File: config.mk
export PLATFORM = sky130hd
export DESIGN_NAME = rx_fc_advertiser
export DESIGN_NICKNAME = d
export VERILOG_FILES = /design/src/rtl/fcadv_pkg.sv /design/src/rtl/fcadv_credit_slot.sv /design/src/rtl/fcadv_refresh_timer.sv /design/src/rtl/fcadv_arbiter.sv /design/src/rtl/rx_fc_advertiser.sv
export SDC_FILE = /design/constraint.sdc
export NUM_CORES = 1
export LEC_CHECK = 0
export CORE_ASPECT_RATIO = 1.2
export CORE_MARGIN = 2
export CORE_UTILIZATION = 69
export CTS_CLUSTER_DIAMETER = 80
export DETAILED_ROUTE_END_ITERATION = 8
export PLACE_DENSITY = 0.9
export SYNTH_ARGS = -nofsm -noshare
export SYNTH_HDL_FRONTEND = slang
export SYNTH_SLANG_ARGS = --single-unit
File: constraint.sdc
create_clock -name clk -period 7.85 [get_ports clk]
set_input_delay 1.1775 -clock clk [delete_from_list [all_inputs] [get_ports clk]]
set_output_delay 1.1775 -clock clk [all_outputs]
set_load 0.05 [all_outputs]
File: src/rtl/fcadv_pkg.sv
package fcadv_pkg;
    localparam int FC_KINDS  = 4;
    localparam int KIND_W    = 2;
    localparam int HDR_W     = 8;
    localparam int DAT_W     = 12;
    localparam int AMT_W     = 12;

    typedef enum logic [KIND_W-1:0] {
        FC_PH  = 2'd0,
        FC_PD  = 2'd1,
        FC_NPH = 2'd2,
        FC_NPD = 2'd3
    } fc_kind_e;

    function automatic bit kind_is_hdr(int k);
        return (k == int'(FC_PH)) || (k == int'(FC_NPH));
    endfunction
endpackage

File: src/rtl/fcadv_credit_slot.sv
module fcadv_credit_slot #(
    parameter int CNT_W = 8,
    parameter int INIT  = 2,
    parameter int AMT_W = 12
) (
    input  logic             clk,
    input  logic             rst_n,
    input  logic             cons_hit,
    input  logic [AMT_W-1:0] cons_amt,
    input  logic             rel_hit,
    input  logic [AMT_W-1:0] rel_amt,
    output logic             rel_ok,
    output logic [AMT_W-1:0] adv_cnt
);
    localparam logic [CNT_W-1:0] INIT_C = CNT_W'(INIT);

    typedef struct packed {
        logic [CNT_W-1:0] lim;
        logic [CNT_W-1:0] taken;
    } slot_t;

    slot_t st_d, st_q;
    logic  cons_fits, rel_fits, cons_ok;
    logic [CNT_W-1:0] avail, held, c_amt, r_amt;

    generate
        if (CNT_W < AMT_W) begin : g_narrow
            assign cons_fits = ~|cons_amt[AMT_W-1:CNT_W];
            assign rel_fits  = ~|rel_amt[AMT_W-1:CNT_W];
        end else begin : g_full
            assign cons_fits = 1'b1;
            assign rel_fits  = 1'b1;
        end
    endgenerate

    always_comb begin
        c_amt   = cons_amt[CNT_W-1:0];
        r_amt   = rel_amt[CNT_W-1:0];
        avail   = st_q.lim - st_q.taken;
        held    = st_q.taken - (st_q.lim - INIT_C);
        cons_ok = cons_hit && cons_fits && (c_amt <= avail);
        rel_ok  = rel_hit && rel_fits && (r_amt != '0) && (r_amt <= held);
        st_d       = st_q;
        if (cons_ok) st_d.taken = st_q.taken + c_amt;
        if (rel_ok)  st_d.lim   = st_q.lim + r_amt;
    end

    always_ff @(posedge clk) begin
        if (!rst_n) begin
            st_q.lim   <= INIT_C;
            st_q.taken <= '0;
        end else begin
            st_q <= st_d;
        end
    end

    assign adv_cnt = AMT_W'(st_q.lim);


    avail_cap_chk: assert property (@(posedge clk) disable iff (!rst_n)
        CNT_W'(st_q.lim - st_q.taken) <= INIT_C);


    lim_hold_chk: assert property (@(posedge clk) disable iff (!rst_n)
        !rel_hit |=> $stable(adv_cnt));
endmodule

File: src/rtl/fcadv_refresh_timer.sv
module fcadv_refresh_timer #(
    parameter int SHORT_CYC = 7500,
    parameter int LONG_CYC  = 30000
) (
    input  logic clk,
    input  logic rst_n,
    input  logic link_up,
    input  logic long_mode,
    input  logic restart,
    output logic due
);
    localparam int TW = $clog2(LONG_CYC + 1);
    localparam logic [TW-1:0] SHORT_T = TW'(SHORT_CYC);
    localparam logic [TW-1:0] LONG_T  = TW'(LONG_CYC);

    typedef struct packed {
        logic [TW-1:0] tmr;
    } tmr_t;

    tmr_t st_d, st_q;
    logic [TW-1:0] limit;

    always_comb begin
        limit = long_mode ? LONG_T : SHORT_T;
        st_d  = st_q;
        if (!link_up || restart)   st_d.tmr = '0;
        else if (st_q.tmr < limit) st_d.tmr = st_q.tmr + 1'b1;
        due = link_up && (st_q.tmr >= limit);
    end

    always_ff @(posedge clk) begin
        if (!rst_n) st_q <= '0;
        else        st_q <= st_d;
    end


    tmr_bound_chk: assert property (@(posedge clk) disable iff (!rst_n)
        st_q.tmr <= LONG_T);


    tmr_idle_chk: assert property (@(posedge clk) disable iff (!rst_n)
        !link_up |=> (st_q.tmr == '0));
endmodule

File: src/rtl/fcadv_arbiter.sv
module fcadv_arbiter #(
    parameter int N  = 4,
    parameter int IW = 2
) (
    input  logic          clk,
    input  logic          rst_n,
    input  logic          link_up,
    input  logic [N-1:0]  pending,
    input  logic          ack,
    output logic          req,
    output logic [IW-1:0] sel,
    output logic [N-1:0]  grant
);
    typedef struct packed {
        logic          lock;
        logic [IW-1:0] sel;
    } arb_t;

    arb_t st_d, st_q;
    logic [IW-1:0] pri;

    always_comb begin
        pri = '0;
        for (int i = N - 1; i >= 0; i--) begin
            if (pending[i]) pri = IW'(i);
        end
        req   = link_up && (|pending);
        sel   = (st_q.lock && pending[st_q.sel]) ? st_q.sel : pri;
        grant = (req && ack) ? (N'(1) << sel) : '0;
        st_d.lock = req && !ack;
        st_d.sel  = sel;
    end

    always_ff @(posedge clk) begin
        if (!rst_n) st_q <= '0;
        else        st_q <= st_d;
    end


    hold_sel_chk: assert property (@(posedge clk) disable iff (!rst_n)
        (req && !ack) |=> (!link_up || (req && $stable(sel))));


    one_grant_chk: assert property (@(posedge clk) disable iff (!rst_n)
        $onehot0(grant));


    grant_valid_chk: assert property (@(posedge clk) disable iff (!rst_n)
        (grant & ~pending) == '0);
endmodule

File: src/rtl/rx_fc_advertiser.sv
module rx_fc_advertiser #(
    parameter int MAX_PAYLOAD_BYTES = 256,
    parameter int REFRESH_SHORT_CYC = 7500,
    parameter int REFRESH_LONG_CYC  = 30000
) (
    input  logic        clk,
    input  logic        rst_n,
    input  logic        link_up,
    input  logic        ext_sync,
    input  logic        cons_vld,
    input  logic [1:0]  cons_kind,
    input  logic [11:0] cons_amt,
    input  logic        rel_vld,
    input  logic [1:0]  rel_kind,
    input  logic [11:0] rel_amt,
    output logic        upd_req,
    output logic [1:0]  upd_kind,
    output logic [11:0] upd_count,
    input  logic        upd_ack
);
    import fcadv_pkg::*;

    localparam int PD_INIT = MAX_PAYLOAD_BYTES / 16;

    typedef struct packed {
        logic [FC_KINDS-1:0] pend;
    } top_t;

    top_t st_d, st_q;
    logic [FC_KINDS-1:0] rel_ok, due, grant;
    logic [AMT_W-1:0]    adv [FC_KINDS];

    for (genvar k = 0; k < FC_KINDS; k++) begin : g_kind
        localparam int K_W    = kind_is_hdr(k) ? HDR_W : DAT_W;
        localparam int K_INIT = (k == int'(FC_PD)) ? PD_INIT : 2;

        fcadv_credit_slot #(.CNT_W(K_W), .INIT(K_INIT), .AMT_W(AMT_W)) u_slot (
            .clk      (clk),
            .rst_n    (rst_n),
            .cons_hit (cons_vld && (cons_kind == KIND_W'(k))),
            .cons_amt (cons_amt),
            .rel_hit  (rel_vld && (rel_kind == KIND_W'(k))),
            .rel_amt  (rel_amt),
            .rel_ok   (rel_ok[k]),
            .adv_cnt  (adv[k])
        );

        fcadv_refresh_timer #(.SHORT_CYC(REFRESH_SHORT_CYC), .LONG_CYC(REFRESH_LONG_CYC)) u_tmr (
            .clk       (clk),
            .rst_n     (rst_n),
            .link_up   (link_up),
            .long_mode (ext_sync),
            .restart   (grant[k]),
            .due       (due[k])
        );
    end

    fcadv_arbiter #(.N(FC_KINDS), .IW(KIND_W)) u_arb (
        .clk     (clk),
        .rst_n   (rst_n),
        .link_up (link_up),
        .pending (st_q.pend),
        .ack     (upd_ack),
        .req     (upd_req),
        .sel     (upd_kind),
        .grant   (grant)
    );

    always_comb begin
        st_d.pend = (st_q.pend & ~grant) | rel_ok | (due & ~grant);
    end

    always_ff @(posedge clk) begin
        if (!rst_n) st_q <= '0;
        else        st_q <= st_d;
    end

    assign upd_count = adv[upd_kind];


    rel_req_chk: assert property (@(posedge clk) disable iff (!rst_n)
        (|rel_ok) |=> (upd_req || !link_up));
endmodule

Word level (Yosys, flattened, before mapping)
Index checks and enable logic that the tools add are counted.

Add/subtract/negate cells: 24. Order comparisons: 18. Equality and inequality tests: 6. Shift-type cells: 1. Mux-type cells: 12. Bitwise logic cells: 7. Reductions and logical operators: 51.

Operator list (count): 15-bit by 1-bit adder with 15-bit output (second input constant) (4); 15-bit greater-or-equal comparator (4); 15-bit < comparator (4); 12-bit adder (4); 12-bit <= comparator (4); 12-bit subtractor (4); 8-bit adder (4); 8-bit <= comparator (4); 1-bit logical AND (32); 8-bit subtractor (4); 12-bit binary-select mux with 2-bit select (1); 12-bit 2-to-1 mux (2); 8-bit by 2-bit subtractor with 8-bit output (second input constant) (2); 15-bit 2-to-1 mux (1); 12-bit nonzero test (1); 4-bit OR reduction (3); 12-bit by 2-bit subtractor with 12-bit output (second input constant) (1); 12-bit by 5-bit subtractor with 12-bit output (second input constant) (1); 2-bit 2-to-1 mux (5); 4-bit AND (2); 2-bit equality test (second input constant) (4); 4-bit OR (2); 8-bit nonzero test (1); 2-bit OR reduction (4); other kinds (13) (21).

Register bits after elaboration: 147. Output and inout bits: 15.

Depth between registers and ports, before layout
Depth after elaboration: 11. Depth in mapped cells: 22. Gate-level depth less buffers: 21.

By module
From an unflattened synthesis, not the netlist that was laid out.

Cell total of the unflattened synthesis: 1924. Area total of the unflattened synthesis: 16353.2 um^2.

By module, submodules not included: fcadv_refresh_timer (instances 4, cells each 115, area an instance 1006.0 um^2); fcadv_credit_slot (g_kind[3].u_slot) (instances 1, cells each 429, area an instance 3535.9 um^2); fcadv_credit_slot (g_kind[1].u_slot) (instances 1, cells each 417, area an instance 3493.4 um^2); fcadv_credit_slot (g_kind[2].u_slot) (instances 1, cells each 276, area an instance 2272.2 um^2); fcadv_credit_slot (g_kind[0].u_slot) (instances 1, cells each 276, area an instance 2265.9 um^2); rx_fc_advertiser (instances 1, cells each 36, area an instance 504.2 um^2); fcadv_arbiter (instances 1, cells each 30, area an instance 257.7 um^2).

Worst setup path before layout
No wires, ideal clock.

Kind: reg-to-reg. Start: register g_kind[3].u_slot.st_q[1] (netlist name). End: register g_kind[3].u_slot.st_q (netlist bit g_kind[3].u_slot.adv_cnt[10]). Setup time: 128 ps. Arrival time: 4342 ps. Slack: 3380 ps. Cell stages (with the launch flop): 23. Path buffers: 1. Period minus slack after synthesis: 4470 ps. Path through: dfxtp_1 inv_1 ha_1 inv_1 ha_1 inv_1 fa_1 a21boi_1 o31ai_1 maj3_2 maj3_2 maj3_2 a21oi_2 xor2_1 ha_1 nand4_1 or2_2 nor2_1 or3_1 o2111a_1 buf_2 mux2i_1 nor2_1.

Cells in the longest elaborated chain, start to end: 3.

RTL lines: start: declaration (line fcadv_credit_slot.sv:22) `slot_t st_d, st_q;`; start signal: assignment (line fcadv_credit_slot.sv:53) `st_q <= st_d;`; 12-bit subtractor (line fcadv_credit_slot.sv:40) `held = st_q.taken - (st_q.lim - INIT_C);`; 12-bit <= comparator (line fcadv_credit_slot.sv:42) `rel_ok = rel_hit && rel_fits && (r_amt != '0) && (r_amt <= held);`; 1-bit logical AND (line fcadv_credit_slot.sv:42).

No other way between the ends. A chain may end at the register's enable or synchronous reset.

Worst setup path in the final report
Start: register g_kind[3].u_slot.st_q[1] (netlist name). End: register g_kind[3].u_slot.st_q (netlist bit g_kind[3].u_slot.adv_cnt[9]).

Same word-level chain as after synthesis.

==> Implementation_results.wiki <==
{| class="wikitable"
! Metric !! Value
|-
| First DRT Iteration DRCs || 1170
|-
| CTS Root Cell || sky130_fd_sc_hd__clkbuf_16
|-
| Transition time at the pin with the least slew margin || 1.11 ns
|-
| Hold Path Origin || g_kind[0].u_tmr.st_q[1]$_SDFFE_PP0N_
|-
| Commonest non-fill, non-tap cells in the layout || sky130_fd_sc_hd__ha_1, sky130_fd_sc_hd__nor2_1, sky130_fd_sc_hd__inv_1, sky130_fd_sc_hd__dfxtp_1, sky130_fd_sc_hd__a21oi_1
|-
| Number of vias after detailed routing || 14000
|-
| Pin count of the biggest net entering global routing || 78
|-
| Top Family by Delay on Critical Path || adder cells
|-
| #FFs+latches synth || 147
|-
| Grt ovf || 0
|-
| CP max stage cell || sky130_fd_sc_hd__o2111a_1
|-
| Filler cell count || 1467
|-
| Std-Cell Core Area || 21700 um^2
|-
| Post-layout worst setup margin || 2.64 ns
|-
| Final setup violating endpoints || 0
|-
| Vias in the first global route || 14200
|-
| Wire per inst || 19.0 um
|-
| Top FF cell, synth || sky130_fd_sc_hd__dfxtp_1
|-
| Post-synthesis to final-layout area growth || 8.14%
|-
| Post-placement cell area || 15900 um^2
|-
| Setup skew after layout || 0.0102 ns
|-
| RSZ-0062 raised after global routing || false
|-
| Startpoint Class || flip-flop
|-
| Residual DRC count || 0
|-
| Clock latency reported for the late side of the worst-skew pair || 0.45 ns
|-
| Remaining antenna violation count || 0
|-
| Worst Path Arrival || 5.51 ns
|-
| Longest Clk Path Bufs || 2
|-
| Setup_tns || 0 ns
|-
| CTS tree || yes
|-
| Clock-pin slew on the worst setup and hold paths || 0.07 ns
|-
| Boundary Pins || 50
|-
| Worst Setup End Kind || flip-flop
|-
| Ratio of total power to cell area || 428 nW/um^2
|-
| Last weighted congestion value of the routability-driven placer || 0.957
|-
| Classification of the worst-slack hold path || flip-flop to flip-flop
|-
| Worst Setup Path Type || flip-flop to flip-flop
|-
| Total of buffers placed on input and output ports || 49
|-
| Clock tree sinks || 147
|-
| # diodes || 0
|-
| Maximum capacitance violations || 0
|-
| Most common cell after layout, fill and taps aside || sky130_fd_sc_hd__ha_1
|-
| Mapped Area || 15300 um^2
|-
| Clock network fraction of total power || 11.6%
|-
| P_sw || 3.36 mW
|-
| Die Width || 140 um
|-
| Fraction of final layout cells sized beyond drive strength 1 || 4.20%
|-
| Hold path endpoint || g_kind[0].u_tmr.st_q[1]$_SDFFE_PP0N_
|-
| Initial Util || 70.4%
|-
| Maximum cell stage delay along the critical path || 0.64 ns
|-
| Synth Area per Inst || 8.32 um^2
|-
| Count of endpoints failing hold in the final timing report || 0
|-
| Post-synth EDFFs || 0
|-
| Cell variety after synth || 72
|-
| Cell row count || 59
|-
| Portion of the post-synthesis area used by sequential elements || 19.3%
|-
| Power share of the sequential group || 14.6%
|-
| Number of stages on the worst hold path || 2
|-
| Number of instances in the synthesized netlist || 1837
|-
| First-pass GRT wire length || 67100 um
|-
| Worst path required time || 8.15 ns
|-
| Fmax || 192 MHz
|-
| Die Outline Area || 23400 um^2
|-
| Peak supply drop || 0.359 mV
|-
| PostCTS Resize Cnt || 0
|-
| Internal Dissipation || 3.72 mW
|-
| Slew margin rel. || 25.9%
|-
| Placement-stage worst setup slack || 2.77 ns
|-
| Post-detail-place hpwl || 30400 um
|-
| Global Route Usage Sum || 35.2%
|-
| R2R Setup Slk || 2.64 ns
|-
| Warning count from the yosys run || 0
|-
| Worst-path cell chain || inv_1 -> ha_1 -> inv_1 -> ha_1 -> inv_1 -> fa_1 -> a21boi_1 -> o31ai_1 -> maj3_2 -> maj3_2 -> a221o_1 -> a21oi_2 -> xnor2_1 -> ha_1 -> nand4_1 -> or2_2 -> nor2_1 -> or3_1 -> o2111a_1 -> mux2i_1 -> nor2_1
|-
| Async set-reset flop share out of synthesis || 0%
|-
| Summed area of non-filler cells in the final layout || 16500 um^2
|-
| Total wire length || 40900 um
|-
| Final period util || 66.4%
|-
| CTS H-Tree Depth || 4
|-
| Die height || 167 um
|-
| Post-CTS setup repair buffer count || 0
|-
| Initial antenna violation count || 0
|-
| Reg2Reg Depth || 21
|-
| Launch point of the worst reg-to-reg path || g_kind[3].u_slot.st_q[1]$_SDFFE_PN0P_
|-
| Part of the power in combinational logic || 73.8%
|-
| Critical-path maximum fanout || 11
|-
| Leakage power || 6.91 nW
|-
| Drt first pass iters || 8
|-
| Critical register-to-register path endpoint || g_kind[3].u_slot.adv_cnt[9]$_SDFFE_PN0P_
|-
| Post-synthesis net count || 2175
|-
| Final critical path time including I/O delays and setup || 5.21 ns
|-
| TritonCTS buffer count || 17
|-
| Critical path buffer and inverter count || 3
|-
| Switching share of power || 47.4%
|-
| # nets final || 2204
|-
| Final count of pins violating max slew || 0
|-
| Result of the run || complete, no violations
|-
| CTS Hold Buffers Added || 0
|-
| Post-DR vias/cell || 6.49
|}
[metrics by stage]
step | power (mW) | util, % | instances | hold slack [ns]
global route | 7.73 | 76.1 | 2153 | 0.526
CTS | 6.97 | 76.1 | 2153 | 0.503
floorplan | 5.10 | - | 1837 | 0.453
finish | 7.08 | 76.1 | 2153 | 0.502
detailed placement | 6.07 | 73.5 | 2121 | 0.478
global placement | 5.80 | 73.5 | 2121 | 0.463
[synth_stat cells (all sizes together), types with 7 or more instances]
library cell / number / share of area (%)
o21a: 11 / 0.54
nor4: 20 / 0.86
and4: 8 / 0.46
clkbuf: 23 / 0.56
a21oi: 124 / 4.1
nand3: 49 / 1.6
a21o: 52 / 2.6
a31oi: 15 / 0.66
o21bai: 11 / 0.54
mux4: 9 / 1.3
dfxtp: 147 / 19
ha: 285 / 23
a211oi: 20 / 0.98
or2: 7 / 0.29
nand2: 79 / 2.0
buf: 20 / 0.79
and3: 10 / 0.41
o21ai: 68 / 2.2
a31o: 8 / 0.46
fa: 18 / 2.4
nor2: 202 / 5.0
inv: 155 / 3.8
xor2: 72 / 4.1
nor2b: 38 / 1.6
nor3: 40 / 1.3
maj3: 9 / 0.61
nand2b: 25 / 1.0
o211ai: 10 / 0.49
or3: 13 / 0.53
xnor2: 108 / 6.2
nand4: 44 / 1.8
mux2i: 55 / 3.7
[per-layer routing]
layer / global-route usage, % / share of wire, % / wire [um] / vias to the layer above
li1: - / - / - / 6604
met1: 39.0 / 37 / 15200 / 6540
met2: 61.7 / 48 / 19600 / 604
met3: 5.32 / 7.3 / 3000 / 232
met4: 24.1 / 7.6 / 3110 / 0
met5: 0 / 0 / 0 / -
[flip-flops by register name, summed over array words and instances (netlist names)]
signal / flops
st_q: 4
g_kind.u_tmr.st_q: 60
g_kind.u_slot.adv_cnt: 40
u_arb.st_q: 3
g_kind.u_slot.st_q: 40
[kinds of logic (layout without fill, tap and decap cells)]
kind of cell,Yosys count,after routing,share of synthesized area [%]
fa+ha+maj,312,312,26.3
xor+xnor,180,180,10.3
mux,64,64,4.98
simple gates,559,559,18.1
compound gates,377,377,15.9
buf+inv,198,240,5.16
flops,147,147,19.3
[area by class of cell]
class | instances | area, um^2 | share of cell area, %
Clock buffer | 18 | 429 | 2.60
Inverter | 155 | 582 | 3.52
Clock inverter | 14 | 148 | 0.894
Timing Repair Buffer | 53 | 520 | 3.15
Multi-Input combinational cell | 1492 | 11600 | 70.0
Tap cell | 274 | 343 | 2.07
Sequential cell | 147 | 2940 | 17.8
[power by group through the flow]
stage	Sequential (mW)	Combinational [mW]	Clock [mW]
6_report	1.03	5.22	0.823
5_1_grt	1.04	5.84	0.852
4_1_cts	1.02	5.13	0.824
3_5_place_dp	1.03	5.04	0
3_3_place_gp	1.03	4.77	0
2_1_floorplan	0.962	4.14	0
[worst reg2reg max path, stage by stage, from the launching register on]
cell and delay [ns]:
sky130_fd_sc_hd__dfxtp_1 0.39, sky130_fd_sc_hd__inv_1 0.11, sky130_fd_sc_hd__ha_1 0.32, sky130_fd_sc_hd__inv_1 0.05, sky130_fd_sc_hd__ha_1 0.21, sky130_fd_sc_hd__inv_1 0.07, sky130_fd_sc_hd__fa_1 0.20, sky130_fd_sc_hd__a21boi_1 0.18
sky130_fd_sc_hd__o31ai_1 0.12, sky130_fd_sc_hd__maj3_2 0.32, sky130_fd_sc_hd__maj3_2 0.35, sky130_fd_sc_hd__a221o_1 0.39, sky130_fd_sc_hd__a21oi_2 0.16, sky130_fd_sc_hd__xnor2_1 0.10, sky130_fd_sc_hd__ha_1 0.32, sky130_fd_sc_hd__nand4_1 0.12
sky130_fd_sc_hd__or2_2 0.32, sky130_fd_sc_hd__nor2_1 0.19, sky130_fd_sc_hd__or3_1 0.17, sky130_fd_sc_hd__o2111a_1 0.64, sky130_fd_sc_hd__mux2i_1 0.27, sky130_fd_sc_hd__nor2_1 0.06
[how the worst max path moves through the flow]
stage	start	depth (start not counted)	to	slack, ns
after global placement	g_kind[3].u_slot.st_q[1]$_SDFFE_PN0P_	21	g_kind[3].u_slot.adv_cnt[0]$_SDFFE_PN0P_	3.00
after detailed placement	g_kind[3].u_slot.st_q[1]$_SDFFE_PN0P_	21	g_kind[3].u_slot.adv_cnt[8]$_SDFFE_PN0P_	2.77
after CTS	g_kind[1].u_slot.adv_cnt[1]$_SDFFE_PN0P_	18	g_kind[1].u_slot.adv_cnt[2]$_SDFFE_PN0P_	2.73
after global routing	g_kind[3].u_slot.st_q[1]$_SDFFE_PN0P_	21	g_kind[3].u_slot.adv_cnt[11]$_SDFFE_PN0P_	2.36
final	g_kind[3].u_slot.st_q[1]$_SDFFE_PN0P_	21	g_kind[3].u_slot.adv_cnt[9]$_SDFFE_PN0P_	2.64
after floorplan	g_kind[3].u_slot.st_q[1]$_SDFFE_PN0P_	22	g_kind[3].u_slot.adv_cnt[10]$_SDFFE_PN0P_	3.38
Note: power is estimated with default switching activity, not from simulation.
